===== config.mk =====
export PLATFORM = sky130hd
export DESIGN_NAME = link_bringup_seq
export DESIGN_NICKNAME = d
export VERILOG_FILES = /design/src/rtl/linkseq_pkg.sv /design/src/rtl/link_seq_ctrl.sv /design/src/rtl/link_seq_dp.sv /design/src/rtl/link_bringup_seq.sv
export SDC_FILE = /design/constraint.sdc
export NUM_CORES = 1
export LEC_CHECK = 0
export CAP_MARGIN = 15
export CORE_AREA = 2 2 39 41
export CTS_BUF_LIST = sky130_fd_sc_hd__clkbuf_4
export DETAILED_ROUTE_END_ITERATION = 10
export DIE_AREA = 0 0 41 43
export SETUP_SLACK_MARGIN = 0.2
export SKIP_LAST_GASP = 1
export SYNTH_ARGS = -nofsm -noshare
export SYNTH_HDL_FRONTEND = slang
export SYNTH_HIERARCHICAL = 1
export SYNTH_SLANG_ARGS = --single-unit

===== constraint.sdc =====
create_clock -name clk -period 1.4 [get_ports clk]
set_input_delay 0.28 -clock clk [delete_from_list [all_inputs] [get_ports clk]]
set_output_delay 0.28 -clock clk [all_outputs]
set_load 0.02 [all_outputs]

===== src/rtl/linkseq_pkg.sv =====
package linkseq_pkg;
  typedef enum logic [1:0] {
    FRM_FILL0 = 2'd0,
    FRM_FILL1 = 2'd1,
    FRM_DATA  = 2'd2,
    FRM_BAD   = 2'd3
  } frame_e;

  typedef enum logic [1:0] {
    ST_OFF  = 2'd0,
    ST_HUNT = 2'd1,
    ST_LOCK = 2'd2,
    ST_RUN  = 2'd3
  } seq_e;

  typedef struct packed {
    logic cntInc;
    logic cntClr;
    logic readyNext;
    logic stat1;
    logic stat0;
  } strobe_t;
endpackage


===== src/rtl/link_seq_ctrl.sv =====
module link_seq_ctrl
  import linkseq_pkg::*;
#(
  parameter bit ALWAYS_EN = 1'b0
) (
  input  logic       clk,
  input  logic       rst,
  input  logic       txLocked,
  input  logic       frameLocked,
  input  logic [1:0] rxFrameType,
  input  logic       cntLast,
  output strobe_t    strb,
  output logic       rxEnable
);
  seq_e   state, nextState;
  frame_e frameType;
  logic   linkUp;
  logic   inc, clr;

  assign frameType = frame_e'(rxFrameType);
  assign linkUp    = ALWAYS_EN ? 1'b1 : txLocked;
  assign rxEnable  = linkUp;

  always_comb begin
    nextState = state;
    inc       = 1'b0;
    clr       = 1'b0;
    if (!linkUp) begin
      nextState = ST_OFF;
      clr       = 1'b1;
    end else begin
      unique case (state)
        ST_OFF: begin
          nextState = ST_HUNT;
          clr       = 1'b1;
        end
        ST_HUNT: begin
          clr = 1'b1;
          if (frameLocked) nextState = ST_LOCK;
        end
        ST_LOCK: begin
          if (!frameLocked) begin
            nextState = ST_HUNT;
            clr       = 1'b1;
          end else if (frameType == FRM_FILL1) begin
            if (cntLast) begin
              nextState = ST_RUN;
              clr       = 1'b1;
            end else begin
              inc = 1'b1;
            end
          end else begin
            clr = 1'b1;
          end
        end
        ST_RUN: begin
          clr = 1'b1;
          if (!frameLocked) nextState = ST_HUNT;
        end
        default: nextState = ST_OFF;
      endcase
    end
  end

  always_ff @(posedge clk) begin
    if (rst) state <= ST_OFF;
    else     state <= nextState;
  end

  always_comb begin
    strb.cntInc    = inc;
    strb.cntClr    = clr;
    strb.readyNext = (state == ST_RUN) && (nextState == ST_RUN);
    strb.stat1     = (state == ST_LOCK) || (state == ST_RUN);
    strb.stat0     = (state == ST_RUN);
  end
endmodule


===== src/rtl/link_seq_dp.sv =====
module link_seq_dp
  import linkseq_pkg::*;
#(
  parameter int FILL1_COUNT = 2
) (
  input  logic    clk,
  input  logic    rst,
  input  strobe_t strb,
  output logic    cntLast,
  output logic    stat0,
  output logic    stat1,
  output logic    freqDetEn,
  output logic    fillSel,
  output logic    dataEn,
  output logic    readyForData
);
  localparam int CNT_W = (FILL1_COUNT < 2) ? 1 : $clog2(FILL1_COUNT);
  localparam logic [CNT_W-1:0] LAST_VAL = CNT_W'(FILL1_COUNT - 1);

  logic [CNT_W-1:0] runCnt;
  logic             readyQ;

  always_ff @(posedge clk) begin
    if (rst || strb.cntClr) runCnt <= '0;
    else if (strb.cntInc)   runCnt <= runCnt + 1'b1;
  end

  always_ff @(posedge clk) begin
    if (rst) readyQ <= 1'b0;
    else     readyQ <= strb.readyNext;
  end

  assign cntLast      = (runCnt == LAST_VAL);
  assign stat0        = strb.stat0;
  assign stat1        = strb.stat1;
  assign freqDetEn    = ~strb.stat1;
  assign fillSel      = strb.stat1;
  assign dataEn       = strb.stat0;
  assign readyForData = readyQ;
endmodule


===== src/rtl/link_bringup_seq.sv =====
module link_bringup_seq
  import linkseq_pkg::*;
#(
  parameter int FILL1_COUNT = 2,
  parameter bit ALWAYS_EN   = 1'b0
) (
  input  logic       clk,
  input  logic       rst,
  input  logic       txLocked,
  input  logic       frameLocked,
  input  logic [1:0] rxFrameType,
  output logic       stat0,
  output logic       stat1,
  output logic       rxEnable,
  output logic       freqDetEn,
  output logic       fillSel,
  output logic       dataEn,
  output logic       readyForData
);
  strobe_t strb;
  logic    cntLast;

  link_seq_ctrl #(.ALWAYS_EN(ALWAYS_EN)) u_ctrl (
    .clk(clk), .rst(rst), .txLocked(txLocked), .frameLocked(frameLocked),
    .rxFrameType(rxFrameType), .cntLast(cntLast), .strb(strb), .rxEnable(rxEnable)
  );

  link_seq_dp #(.FILL1_COUNT(FILL1_COUNT)) u_dp (
    .clk(clk), .rst(rst), .strb(strb), .cntLast(cntLast),
    .stat0(stat0), .stat1(stat1), .freqDetEn(freqDetEn), .fillSel(fillSel),
    .dataEn(dataEn), .readyForData(readyForData)
  );
endmodule


Yosys cells after proc, flatten, opt, wreduce, memory -nomap -nowiden

Cells that the tools add are included.

Output and inout bits: 7
Flip-flop bits (word level): 4
Input bits: 6

Reduce and logical (&&, ||, !) cells: 5
Equal/unequal tests: 5
Add/subtract/negate cells: 1
Bitwise logic cells: 1
Multiplexer cells: 17

Operators by type and width:

| operator              | number |
|---|---|
| $mux W2               | 6 |
| $mux W1               | 9 |
| $pmux W2 S4           | 1 |
| $eq A2 B2 Y1 const B  | 3 |
| $eq A2 B1 Y1 const B  | 2 |
| $reduce_or A3 Y1      | 1 |
| $logic_not A2 Y1      | 1 |
| $logic_or A1 B1 Y1    | 2 |
| $pmux W1 S2           | 1 |
| $add A1 B1 Y1 const B | 1 |
| $logic_and A1 B1 Y1   | 1 |
| $not A1 Y1            | 1 |

Depth between registers and ports, before layout

Depth in word-level cells: 7
Depth in mapped cells: 5
Gate-level depth less buffers: 4

Cells and area by module

The synthesis kept the hierarchy.

Modules (own cells, without submodules):

| module        | area an instance (um^2) | instances | cells an instance |
|---|---|---|---|
| link_seq_ctrl | 161.4                   | 1         | 20 |
| link_seq_dp   | 98.8                    | 1         | 10 |

Worst setup path after synthesis

No wires, ideal clock.

Kind: input-to-reg
Start point: in rxFrameType[1]
End point: reg u_dp.runCnt, in the netlist u_dp/cntLast
Stages on the path: 4
Setup time: 73 ps
Setup slack: 175 ps
Data arrival time: 1,152 ps
Path through: nand2b_1 -> or4_4 -> buf_4 -> nor3_2

Longest elaborated chain between the ends: 6
Elaborated cells between the ends (all ways): 10
Those cells by class: eq/ne (1); mux (8); reduce/logical (1)

Ends and longest elaborated chain:

| what                 | line                   | source |
|---|---|---|
| start, declared      | link_bringup_seq.sv:11 | `input logic [1:0] rxFrameType,` |
| $eq A2 B1 Y1         | link_seq_ctrl.sv:45    | `end else if (frameType == FRM_FILL1) begin` |
| $mux W1              | link_seq_ctrl.sv:45    |  |
| $mux W1              | link_seq_ctrl.sv:42    | `if (!frameLocked) begin` |
| $pmux W1 S2          | link_seq_ctrl.sv:32    | `unique case (state)` |
| $mux W1              | link_seq_ctrl.sv:28    | `if (!linkUp) begin` |
| via u_ctrl.clr       | link_seq_ctrl.sv:18    | `logic inc, clr;` |
| $logic_or A1 B1 Y1   | link_seq_dp.sv:24      | `if (rst \|\| strb.cntClr) runCnt <= '0;` |
| end signal, assigned | link_seq_dp.sv:25      | `else if (strb.cntInc) runCnt <= runCnt + 1'b1;` |
| end, declared        | link_seq_dp.sv:20      | `logic [CNT_W-1:0] runCnt;` |

The timed path passes the listed nets, and every way through them passes these cells.
A chain may end at the register's enable or synchronous reset.

==> impl_results.md <==
* Post-route minimum period at roughly 1200 ps
* Final WS setup at 235 ps
* Diode count at 0
* Worst Path Required at 1560 ps
* Clock skew at roughly 0.9 ps
* Worst setup endpoint: u_dp/cntLast
* Setup crit start: u_ctrl/state[0]
* CP Launch Type: flip-flop
* Fin. Hold Viols at 0
* Status: completed
* R2r endpoint: u_dp/cntLast
* Initial core utilization at 18.8%
* DR vias/cell at 3.90
* Dominant cells by area after synthesis: dfxtp_1, buf_4, nand2b_1
* Crit-path max cell delay at 410 ps
* CP max-delay cell: or4_4
* Cell with the most instances after synthesis: buf_4
* Share of cells above drive strength 1 at roughly half
* Nets@finish at 50
* Crit path cell chain: buf_4 -> nand2b_4 -> or4_4 -> nor3_2
* Post-Syn Area at 260 um2
* FMAX at between 0.8 and 0.9 GHz
* Largest net degree at the start of global routing at 7
* Leakage at 0.186 nW
* Post-synthesis instance total at 30
* Total nets after synthesis at 36
* Setup TNS at 0 ps
* DRT Pass-1 Iters at 2
* Synth top area share at 30.8%
* Reg2reg setup slack at about 230 ps
* CTS sink cnt at 4
* DR iter-0 viols at 3
* Per-cell routed wire length at 8.74 um
* Post-DP HPWL at around 400 um
* Clk buf depth at 2
* CTS buffer count at 3
* First-pass GRT wire length at between 700 and 800 um
* GP Congestion at 0.734
* Max_cap viols at 0
* Commonest register cell after synthesis: dfxtp_1
* Row Count at 14
* Die area at approximately 0.0018 mm2
* Floorplan core area at ~0.0014 mm2
* Filler Cells Inserted at 161
* R2R depth at 4
* GR Overflow Total at 0
* Main combinational cell family by area after synthesis: simple AND/OR/NAND/NOR gates
* DRC viols at 0
* Worst rel slew slack at roughly 85%
* Element type at the critical path end: flip-flop
* GRT Util Overall at 6.83%
* Post-synthesis sequential area ratio at 30.8%
* Die Height at 43 um
* RSZ-0062 raised after global routing: true
* CP arrival at around 1300 ps
* Yosys warns at 6
* Synth-to-layout area growth at 55.3%
* Post-synthesis mux area share at 0%
* Pwr dens at 755 mW/mm2
* Pre-CTS setup slack at -245 ps
* Initial antenna violation count at 0
* Worst reg2reg startpoint: u_ctrl/state[0]
* Number of enable flip-flop cells after synthesis at 0
* Synth area leader: dfxtp_1
* XOR/XNOR Fraction of Synth Area at 3.37%
* Period utilization at 83.2%
* Final instance area at around 400 um2
* Htree depth at 1
* Ys async rst share at 0%
* Compound-Gate Fraction of Synth Area at 3.85%
* Yosys cell types at 18
* Clk_lat worst skew at 230 ps
* Port bufs at 12
* I/O Pins at 13
* Min Hold Slack at 562 ps
* Via count at 226
* Most instantiated cells after synthesis: buf_4, dfxtp_1, inv_1, nand2b_1, nor2b_1
* CTS clk-pin slew, worst paths at 30 ps
* Adder-cell share of the synthesized area at 0%
* Crit path kind: flip-flop to flip-flop
* Worst Hold Class: input pin to flip-flop
* Worst Tran Pin Value at 228 ps
* Vias in the first global route at around 200
* Die width at 41 um
* Clock root buffer: clkbuf_4
* Dpl cell area at 389 um2
* Maximum VDD drop at 0.000379 V
* Simple-Gate Fraction of Synth Area at 37.5%
* Max Slew Vio Count at 0
* TritonCTS clock tree: yes
* Top fanout value on the critical path at 3
* Routed WL at 507 um
* Fin util at 29.2%
* Final setup violation count at 0
* Avg Inst Size Synth at about 8.7 um2
* Post-DRT Antenna Nets at 0
* Flops & latches, synth at 4
## final cells by class
cell class                      count  area, um2  share of cell area [%]
Tap cell                           16       20.0                    4.95
Inverter                            2       7.51                    1.86
Clock buffer                        3       22.5                    5.57
Timing Repair Buffer               17        134                    33.1
Multi-Input combinational cell     16        140                    34.7
Sequential cell                     4       80.1                    19.8
## critical path: cells and delay by family, from the launching register on
family                 cells  cell delay [ps]
AND/OR/NAND/NOR            3              660
flip-flops                 1              300
buffers and inverters      1              130
## timing repair
action / CTS / global route
hold buffers: 0 / 0
pin swaps: 1 / 0
endpoints found under the setup margin: 8 / 2
buffers inserted: 0 / 0
gates resized for setup: 29 / 3
gates cloned: 0 / 0
## layout by cell type (no fill, tap or decap), drive strengths merged
cell type | synthesis | final
inv | 2 | 2
xnor2 | 1 | 1
o311a | 1 | 1
and3 | 1 | 1
and3b | 1 | 1
nor3 | 2 | 2
clkdlybuf4s50 | 0 | 1
nor2b | 2 | 2
clkbuf | 1 | 3
nand3b | 1 | 1
nand2 | 1 | 1
nor2 | 1 | 1
buf | 7 | 10
dfxtp | 4 | 4
nand2b | 2 | 2
nor4 | 1 | 1
or4 | 1 | 1
and2 | 1 | 1
dlygate4sd2 | 0 | 6
## cell families (layout without fill, tap and decap cells)
kind of cell           count (synthesis)  count (layout)
AND/OR/NAND/NOR                       14              14
XOR/XNOR                               1               1
flip-flops                             4               4
AO/OA/AOI/OAI                          1               1
buffers and inverters                 10              22
## metrics by stage
step	std cells	power, mW
CTS	58	0.315
global placement	55	0.173
global route	58	0.326
finish	58	0.305
detailed placement	55	0.173
floorplan	30	0.141
## flip-flops by register name, summed over array words and instances (netlist names)
register,flops
u_ctrl/state,2
u_dp/readyForData,1
u_dp/cntLast,1
## routing by layer
metal / global-route usage [%] / share of wire, %
met3: 6.28 / 5.5
met2: 10.3 / 55
met1: 6.43 / 40
met4: 2.00 / 0
met5: 0 / 0
## how the worst min path moves through the flow
stage	slack, ps	cells after the start	to	from
final	560	4	u_dp/cntLast	rxFrameType[1]
after global routing	580	4	u_dp/cntLast	rxFrameType[1]
after CTS	560	4	u_dp/cntLast	rxFrameType[1]
after detailed placement	600	2	u_dp/cntLast	u_dp/cntLast
after global placement	580	2	u_dp/cntLast	u_dp/cntLast
after floorplan	350	1	u_dp/cntLast	rst
## power breakdown
| group | internal [mW] | switching (mW) |
|---|---|---|
| Sequential | 0.117 | 0.00117 |
| Clock | 0.0955 | 0.0414 |
| Combinational | 0.0285 | 0.0214 |
Power figures use the tool's default switching activity.
